===== src/rtl/ata_tf_pkg.sv =====
package ata_tf_pkg;

  localparam logic [2:0] REG_DATA   = 3'd0;
  localparam logic [2:0] REG_ERROR  = 3'd1;
  localparam logic [2:0] REG_COUNT  = 3'd2;
  localparam logic [2:0] REG_DEVICE = 3'd6;
  localparam logic [2:0] REG_CMD    = 3'd7;

  localparam logic [7:0] OPC_IDENTIFY = 8'hEC;
  localparam logic [7:0] OPC_FLUSH    = 8'hE7;

  localparam int SER_FIRST = 10;
  localparam int SER_LEN   = 20;
  localparam int VER_FIRST = 23;
  localparam int VER_LEN   = 8;
  localparam int CACHE_WORD = 85;

  localparam logic [8*SER_LEN-1:0] SERIAL_TEXT  = "QSIM-DISK-0000000042";
  localparam logic [8*VER_LEN-1:0] VERSION_TEXT = "FW01.00 ";

  typedef enum logic [1:0] {
    ST_IDLE  = 2'd0,
    ST_FLUSH = 2'd1,
    ST_PIO   = 2'd2
  } ctlState_t;

  typedef struct packed {
    logic tfWrite;
    logic errSet;
    logic errClr;
    logic cntClr;
    logic cntInc;
    logic irqSet;
  } dpStrobe_t;

  function automatic logic [15:0] idWord(input int idx);
    logic [15:0] w;
    int k;
    w = '0;
    k = 0;
    if (idx >= SER_FIRST && idx < SER_FIRST + SER_LEN/2) begin
      k = 2*(idx - SER_FIRST);
      w = {SERIAL_TEXT[8*(SER_LEN-1-k) +: 8], SERIAL_TEXT[8*(SER_LEN-2-k) +: 8]};
    end else if (idx >= VER_FIRST && idx < VER_FIRST + VER_LEN/2) begin
      k = 2*(idx - VER_FIRST);
      w = {VERSION_TEXT[8*(VER_LEN-1-k) +: 8], VERSION_TEXT[8*(VER_LEN-2-k) +: 8]};
    end else if (idx == CACHE_WORD) begin
      w = 16'h0020;
    end
    return w;
  endfunction

endpackage


===== src/rtl/ata_tf_ctrl.sv =====
module ata_tf_ctrl
  import ata_tf_pkg::*;
(
  input  logic       clk,
  input  logic       rstN,
  input  logic [2:0] regAddr,
  input  logic       wrEn,
  input  logic [7:0] wrData,
  input  logic       rdEn,
  input  logic       flushDone,
  input  logic       lastWord,
  output dpStrobe_t  strb,
  output logic       busy,
  output logic       drq
);

  ctlState_t state, stateNxt;
  logic cmdWr;
  logic dataRd;

  assign cmdWr  = wrEn && (regAddr == REG_CMD);
  assign dataRd = rdEn && (regAddr == REG_DATA);

  always_comb begin
    stateNxt = state;
    strb = '0;
    strb.tfWrite = wrEn && (regAddr >= REG_COUNT) && (regAddr <= REG_DEVICE)
                   && (state != ST_FLUSH);
    if (cmdWr) begin
      unique case (wrData)
        OPC_IDENTIFY: begin
          stateNxt    = ST_PIO;
          strb.cntClr = 1'b1;
          strb.errClr = 1'b1;
          strb.irqSet = 1'b1;
        end
        OPC_FLUSH: begin
          stateNxt    = ST_FLUSH;
          strb.errClr = 1'b1;
        end
        default: begin
          stateNxt    = ST_IDLE;
          strb.errSet = 1'b1;
          strb.irqSet = 1'b1;
        end
      endcase
    end else begin
      unique case (state)
        ST_FLUSH: begin
          if (flushDone) begin
            stateNxt    = ST_IDLE;
            strb.irqSet = 1'b1;
          end
        end
        ST_PIO: begin
          if (dataRd) begin
            strb.cntInc = 1'b1;
            if (lastWord) stateNxt = ST_IDLE;
          end
        end
        default: ;
      endcase
    end
  end

  always_ff @(posedge clk or negedge rstN) begin
    if (!rstN) state <= ST_IDLE;
    else       state <= stateNxt;
  end

  assign busy = (state == ST_FLUSH);
  assign drq  = (state == ST_PIO);

  AST_FLUSH_HOLD: assert property (@(posedge clk) disable iff (!rstN)
    (busy && !flushDone && !cmdWr) |=> busy);
  AST_FLUSH_RELEASE: assert property (@(posedge clk) disable iff (!rstN)
    (busy && flushDone && !cmdWr) |=> (!busy && !drq));
  AST_ID_END: assert property (@(posedge clk) disable iff (!rstN)
    (drq && dataRd && lastWord && !cmdWr) |=> !drq);

endmodule


===== src/rtl/ata_tf_datapath.sv =====
module ata_tf_datapath
  import ata_tf_pkg::*;
#(
  parameter int ID_WORDS = 256,
  parameter int TF_REGS  = 5
) (
  input  logic        clk,
  input  logic        rstN,
  input  logic [2:0]  regAddr,
  input  logic        wrEn,
  input  logic [7:0]  wrData,
  input  logic        rdEn,
  input  dpStrobe_t   strb,
  input  logic        busy,
  input  logic        drq,
  input  logic        intDisable,
  output logic [15:0] rdData,
  output logic        lastWord,
  output logic        irq
);

  localparam int CNT_W = $clog2(ID_WORDS);

  logic [TF_REGS-1:0][7:0] tfRegs;
  logic [CNT_W-1:0]        wordCnt;
  logic                    errFlag;
  logic                    irqPend;
  logic [7:0]              statusByte;
  logic                    statusRd;

  for (genvar g = 0; g < TF_REGS; g++) begin : g_tf
    always_ff @(posedge clk or negedge rstN) begin
      if (!rstN) tfRegs[g] <= '0;
      else if (strb.tfWrite && regAddr == 3'(int'(REG_COUNT) + g)) tfRegs[g] <= wrData;
    end
  end

  always_ff @(posedge clk or negedge rstN) begin
    if (!rstN)            wordCnt <= '0;
    else if (strb.cntClr) wordCnt <= '0;
    else if (strb.cntInc) wordCnt <= wordCnt + 1'b1;
  end

  assign lastWord = (wordCnt == CNT_W'(ID_WORDS-1));

  always_ff @(posedge clk or negedge rstN) begin
    if (!rstN)            errFlag <= 1'b0;
    else if (strb.errSet) errFlag <= 1'b1;
    else if (strb.errClr) errFlag <= 1'b0;
  end

  assign statusRd = rdEn && (regAddr == REG_CMD);

  always_ff @(posedge clk or negedge rstN) begin
    if (!rstN)            irqPend <= 1'b0;
    else if (strb.irqSet) irqPend <= 1'b1;
    else if (statusRd)    irqPend <= 1'b0;
  end

  assign irq = irqPend && !intDisable;

  assign statusByte = {busy, 1'b1, 1'b0, 1'b0, drq, 2'b00, errFlag};

  always_comb begin
    rdData = '0;
    if (regAddr == REG_DATA) begin
      if (drq) rdData = idWord(int'(wordCnt));
    end else if (regAddr == REG_ERROR) begin
      rdData = {13'd0, errFlag, 2'b00};
    end else if (regAddr == REG_CMD) begin
      rdData = {8'h00, statusByte};
    end else begin
      for (int i = 0; i < TF_REGS; i++) begin
        if (regAddr == 3'(int'(REG_COUNT) + i)) rdData = {8'h00, tfRegs[i]};
      end
    end
  end

  AST_STATUS_CLEARS_IRQ: assert property (@(posedge clk) disable iff (!rstN)
    (statusRd && !strb.irqSet) |=> !irqPend);
  AST_TF_FROZEN_BUSY: assert property (@(posedge clk) disable iff (!rstN)
    (busy && wrEn && regAddr != REG_CMD) |=> $stable(tfRegs));
  AST_BAD_OPCODE_ABORT: assert property (@(posedge clk) disable iff (!rstN)
    (wrEn && regAddr == REG_CMD && wrData != OPC_IDENTIFY && wrData != OPC_FLUSH)
      |=> (errFlag && irqPend));

endmodule


===== src/rtl/ata_taskfile.sv =====
module ata_taskfile
  import ata_tf_pkg::*;
#(
  parameter int ID_WORDS = 256
) (
  input  logic        clk,
  input  logic        rstN,
  input  logic [2:0]  regAddr,
  input  logic        wrEn,
  input  logic [7:0]  wrData,
  input  logic        rdEn,
  output logic [15:0] rdData,
  input  logic        flushDone,
  input  logic        intDisable,
  output logic        irq
);

  dpStrobe_t strb;
  logic busy;
  logic drq;
  logic lastWord;

  ata_tf_ctrl ctrl_i (
    .clk       (clk),
    .rstN      (rstN),
    .regAddr   (regAddr),
    .wrEn      (wrEn),
    .wrData    (wrData),
    .rdEn      (rdEn),
    .flushDone (flushDone),
    .lastWord  (lastWord),
    .strb      (strb),
    .busy      (busy),
    .drq       (drq)
  );

  ata_tf_datapath #(
    .ID_WORDS (ID_WORDS),
    .TF_REGS  (5)
  ) dp_i (
    .clk        (clk),
    .rstN       (rstN),
    .regAddr    (regAddr),
    .wrEn       (wrEn),
    .wrData     (wrData),
    .rdEn       (rdEn),
    .strb       (strb),
    .busy       (busy),
    .drq        (drq),
    .intDisable (intDisable),
    .rdData     (rdData),
    .lastWord   (lastWord),
    .irq        (irq)
  );

endmodule


===== config.mk =====
export PLATFORM = sky130hd
export DESIGN_NAME = ata_taskfile
export DESIGN_NICKNAME = d
export VERILOG_FILES = /design/src/rtl/ata_tf_pkg.sv /design/src/rtl/ata_tf_ctrl.sv /design/src/rtl/ata_tf_datapath.sv /design/src/rtl/ata_taskfile.sv
export SDC_FILE = /design/constraint.sdc
export NUM_CORES = 1
export LEC_CHECK = 0
export ABC_AREA = 1
export BUFFER_PORTS_ARGS = -buffer_cell sky130_fd_sc_hd__buf_2
export CAP_MARGIN = 20
export CORE_ASPECT_RATIO = 0.8
export CORE_MARGIN = 2
export CORE_UTILIZATION = 59
export DETAILED_ROUTE_END_ITERATION = 12
export GPL_TIMING_DRIVEN = 0
export PLACE_DENSITY = 0.78
export SLEW_MARGIN = 20
export SYNTH_ARGS = -nofsm -noshare
export SYNTH_HDL_FRONTEND = slang
export SYNTH_SLANG_ARGS = --single-unit

===== constraint.sdc =====
create_clock -name clk -period 2.85 [get_ports clk]
set_input_delay 0.57 -clock clk [delete_from_list [all_inputs] [get_ports clk]]
set_output_delay 0.57 -clock clk [all_outputs]
set_load 0.02 [all_outputs]

# Yosys cells after proc, flatten, opt, wreduce, memory -nomap -nowiden
# Cells that the tools add are included.
dict set report totals {
  regBits 52
  inputBits 17
  output_inout_bits 17
  wordCells 100
}
dict set report op_classes {
  addsub 7
  order_cmp 6
  n_eq_ne 17
  n_shift 4
  muxes 35
  reduce_logical 22
}
# cell n
set op_table {}
lappend op_table {{160-bit by 32-bit variable part select with 8-bit output, first input constant} 2}
lappend op_table {{64-bit by 32-bit variable part select with 8-bit output, first input constant} 2}
lappend op_table {{16-bit 2-to-1 mux} 6}
lappend op_table {{4-bit by 29-bit subtractor with 29-bit output, first input constant} 2}
lappend op_table {{6-bit by 29-bit subtractor with 29-bit output, first input constant} 2}
lappend op_table {{8-bit 2-to-1 mux} 7}
lappend op_table {{8-bit == test, second input constant} 4}
lappend op_table {{8-bit by 5-bit less-than comparator with 1-bit output, second input constant} 2}
lappend op_table {{1-bit logical AND} 14}
lappend op_table {{1-bit 2-to-1 mux} 14}
lappend op_table {{3-bit == test, second input constant} 4}
lappend op_table {{3-bit inequality test, second input constant} 3}
lappend op_table {{8-bit by 4-bit subtractor with 9-bit output, second input constant} 1}
lappend op_table {{8-bit by 5-bit subtractor with 9-bit output, second input constant} 1}
lappend op_table {{8-bit by 1-bit adder with 8-bit output, second input constant} 1}
lappend op_table {{8-bit by 4-bit >= comparator with 1-bit output, second input constant} 1}
lappend op_table {{8-bit by 5-bit >= comparator with 1-bit output, second input constant} 1}
lappend op_table {{2-bit 2-to-1 mux} 4}
lappend op_table {{2-bit one-hot mux with 2 select lines} 2}
lappend op_table {{3-bit by 2-bit == test with 1-bit output, second input constant} 2}
lappend op_table {{6-bit 2-to-1 mux} 1}
lappend op_table {{2-bit nonzero test} 3}
lappend op_table {{4-bit AND reduction} 1}
lappend op_table {{3-bit by 1-bit == test with 1-bit output, second input constant} 1}
lappend op_table {{other kinds (10)} 10}

# Longest topological paths before layout
dict set report logic_depth {
  ltp_word 9
  depth_mapped 18
  depth_no_buf 17
}

# Modules after synthesis
# Synthesis repeated with hierarchy kept, for this count alone.
dict set report unflattened {
  cells_unflattened 441
  hier_area_um2 3289.4
}
# mod instances cells_per_inst area_each_um2 seq_area_each_um2
set modules_own_cells {}
lappend modules_own_cells {ata_tf_datapath 1 399 3030.4 1251.2}
lappend modules_own_cells {ata_tf_ctrl 1 42 259.0 50.0}

# Least setup slack after synthesis
# No wires, ideal clock.
dict set report synth_path {
  path_type {register -> output}
  from {reg dp_i.wordCnt[1]}
  to {out rdData[8]}
  t_arrival_ps 2236
  required_ps 2280
  path_slack_ps 44
  path_stages_with_launch 11
  path_buffers 1
  path_cell_list {dfrtp_1 > buf_6 > inv_1 > ha_1 > nand2_1 > nand2_1 > nor2_1 > nand3_1 > nand2_1 > nor2_1 > nor4_1}
}
dict set report synth_via {
  elab_chain_cells 7
  elab_cells_between_ends 16
  cone_classes {add/sub: 4; order compare: 4; shift: 2; mux: 4; reduce/logical: 2}
}
# item line
set synth_rtl {}
lappend synth_rtl {{start, declared} ata_tf_datapath.sv:25} ;# logic [CNT_W-1:0] wordCnt;
lappend synth_rtl {{start signal, assigned} ata_tf_datapath.sv:41} ;# else if (strb.cntInc) wordCnt <= wordCnt + 1'b1;
lappend synth_rtl {{8-bit by 5-bit subtractor with 9-bit output} ata_tf_pkg.sv:45} ;# k = 2*(idx - VER_FIRST);
lappend synth_rtl {{4-bit by 29-bit subtractor with 29-bit output} ata_tf_pkg.sv:46} ;# w = {VERSION_TEXT[8*(VER_LEN-1-k) +: 8], VERSION_TEXT[8*(VER_LEN-2-k) +: 8]};
lappend synth_rtl {{64-bit by 32-bit variable part select with 8-bit output} ata_tf_pkg.sv:46}
lappend synth_rtl {{16-bit 2-to-1 mux} ata_tf_pkg.sv:44} ;# end else if (idx >= VER_FIRST && idx < VER_FIRST + VER_LEN/2) begin
lappend synth_rtl {{16-bit 2-to-1 mux *} ata_tf_pkg.sv:41} ;# if (idx >= SER_FIRST && idx < SER_FIRST + SER_LEN/2) begin
lappend synth_rtl {{16-bit 2-to-1 mux *} ata_tf_datapath.sv:67} ;# if (drq) rdData = idWord(int'(wordCnt));
lappend synth_rtl {{16-bit 2-to-1 mux *} ata_tf_datapath.sv:66} ;# if (regAddr == REG_DATA) begin
lappend synth_rtl {{end, declared} ata_taskfile.sv:12} ;# output logic [15:0] rdData,
# Every way passes the cells marked *; elsewhere a longest branch is shown, timed or not.

# Worst setup path after layout
dict set report layout_path {
  from {reg dp_i.wordCnt[2]}
  to {out rdData[6]}
}
# Same word-level chain as after synthesis.

==> results.toml <==
[outcome]
status = "finished with violations"
violations = "negative setup slack"

[run]
maxCapViolCount = 0

[yosys]
ys.flop_type = "dfrtp_1"
ys_warn_count = 0
ys_seq_area_share_pct = 40.5
async_flop_share_pct = 100
synth_area_per_cell_um2 = 7.26
syn_inst = 443
synth_top_area_share_pct = 40.5
synth.distinct_cells = 40
synth_commonest_cells = "nand2_1, o21ai_0, dfrtp_1, inv_1, nor2_1"
syn_nets = 470
synth_most_common_cell = "nand2_1"
ys_ff_latch = 52
synth_edf_count = 0
syn-cell-area_um2 = 3220
synth_top_area_cell = "dfrtp_1"
synthTopCellsByArea = "dfrtp_1, nand2_1, o21ai_0"

[route]
drt-vias-per-instance = 5.86
final_antenna_net_count = 0
drcViolationCount = 0
num_vias = 3337
drtIter0Drc = 280
drt_pass1_iterations = 5
drt_wl_total_um = 9120
wl_per_cell_um = 16.0

[layout]
final_nets = 530
seq_area_um2 = 1300
nFillCells = 409
fin_cells = 569
layout-drive-gt1-share_pct = 25.0
syn_to_final_growth_pct = 23.9
final_area_um2 = 3980
n_antenna_cell = 0
multi_input_area_um2 = 1860

[floorplanning]
pin_count = 34
fp.dieW_um = 86.5
rows = 24
die_area_um2 = 6060
start_util_pct = 60.2
die_y_um = 70.0
placeableCoreArea_um2 = 5350

[clocking]
holdBufCountCts = 0
cts_buffers = 5
cts.sinks = 52
path_clk_slew_ps = 90
cts_max_level = 2
cts_tree = "yes"
cts_root_buffer = "clkbuf_8"
clock_path_buffers = 2
clock_latency_ps = 310

[worst_setup_path]
cp-end-kind = "primary output"
cp_common_cell = "nand2_1"
crit_chain = "inv_2 -> buf_12 -> ha_4 -> inv_2 -> nand2_4 -> nand3b_1 -> nand2_4 -> buf_4 -> nand2_2 -> nand3_2 -> o21ai_0 -> nand2_1 -> nand2_1 -> nand2_1 -> nand2_1 -> buf_6"
crit_type = "flop to primary output"
worstPathRequired_ps = 2280
slowest_stage = "dfrtp_1"
worstPathArrival_ps = 2410
cp_max_fo = 5
start_kind = "flop"
max_stage_delay_ps = 400
reg2reg_slack_ps = 1160

[sta]
slew_violations = 0
hold_violations = 0
worstMarginPinSlew_ps = 664
layout_setup_ws_ps = -131
slew_headroom_pct = 55.7
rsz0062_at_grt = "yes"
clock_skew_ps = 4.89
finalCritPeriodShare_pct = 105
timing.final.crit_period_ps = 2980
max_freq_mhz = 335
finalSetupViolCount = 13

[power]
vdd_ir_drop_max_v = 0.000381
power_density_nw_per_um2 = 480
p_leak_uw = 0.00196

[placement]
io_buffer_count = 32
dpl.hpwl_um = 6300
place_area_um2 = 3480
dp.cells = 541
gp_congestion = 0.943

[global_route]
antenna_found_initial = 0
grt-ovfl-total = 0
grt_max_degree = 29
grt_first_pass_wirelength_um = 14800
grt_usage_pct = 31.2
grt_pass1_vias = 3092

[hold_path]
hold_path_class = "input port to async pin"
[cells by family (layout without fill, tap and decap cells)]
group / Yosys count / after routing / synth area share (%)
simple gates: 225 / 225 / 30.7
other cells: 1 / 1 / 0.117
fa+ha+maj: 10 / 10 / 3.89
compound gates: 94 / 94 / 16.4
buf+inv: 59 / 120 / 7.63
flops: 52 / 52 / 40.5
xor+xnor: 2 / 2 / 0.778
[power by group]
group | switching [µW] | leakage, µW | total, µW | internal (µW)
Sequential | 66.7 | 0.000648 | 916 | 849
Combinational | 333 | 0.00126 | 559 | 226
Clock | 238 | 0.0000445 | 436 | 198
Total | 638 | 0.00196 | 1910 | 1270
[final timing paths]
check,end,cells past startpoint,startpoint
worst max-delay path,rdData[6],16,dp_i.wordCnt[2]
worst min-delay path,dp_i.tfRegs[1],1,rstN
worst max register to register,dp_i.tfRegs[37],7,ctrl_i.state[0]
worst min register to register,dp_i.tfRegs[36],2,dp_i.tfRegs[36]
max in group asynchronous,dp_i.wordCnt[6],2,rstN
min in group clk,dp_i.tfRegs[36],2,dp_i.tfRegs[36]
[layout make-up]
| class | count | share of cell area (%) |
|---|---|---|
| clock buffer | 7 | 2.17 |
| tap | 65 | 2.04 |
| buffer | 10 | 1.57 |
| inverter | 49 | 4.71 |
| clock inverter | 1 | 0.188 |
| sequential | 52 | 32.7 |
| timing repair buffer | 53 | 10.0 |
| multi-input combinational | 332 | 46.6 |
[repair_timing]
item,CTS,global route
setup endpoints to repair,14,14
buffers inserted,14,5
gates resized for setup,48,26
cloned,1,0
hold endpoints to repair,0,0
pin swaps,14,13
[state kept, by name, indices dropped and copies added, names as in the netlist]
register and flops:
dp_i.irqPend 1, dp_i.errFlag 1, dp_i.tfRegs 40, ctrl_i.state 2, dp_i.wordCnt 8
[cell usage in the layout, fill, tap and decap left out, drive strengths merged, types with 2 or more instances in the layout]
master    instances
nor2             34
o22ai             4
dfrtp            52
nand3            27
a211oi            2
clkinvlp          2
nor4              5
nand4             7
a21oi            18
nand2           140
ha               10
a22oi             8
nor3             10
o21ai            55
buf              60
clkbuf           10
inv              47
[worst max-delay path: cells and delay by family (launching register included)]
kind            cells  cell delay (ps)
fa+ha+maj           1              150
buf+inv             5              540
flops               1              400
compound gates      1              190
simple gates        9              840
[through the flow]
stage	power (µW)	setup slack [ps]	util, %	setup TNS (ps)	hold WS (ps)
after floorplan	1220	44.2	-	0	274
after global placement	1330	-144	64.7	-620	462
after detailed placement	1350	-166	65.2	-778	469
after CTS	1860	-29.0	72.3	-66.5	306
after global routing	2020	-264	74.5	-2780	325
final	1910	-131	74.5	-1040	280
[per-layer routing]
metal	up-vias	GRT usage [%]	share of wire, %	routed length, µm
met5	-	0	0	0
met4	0	9.38	2.5	225
met3	23	4.96	7.6	690
met2	177	45.0	44	4030
met1	1544	48.4	46	4170
li1	1593	-	-	-
No activity file was read; power rests on OpenSTA's default activity.
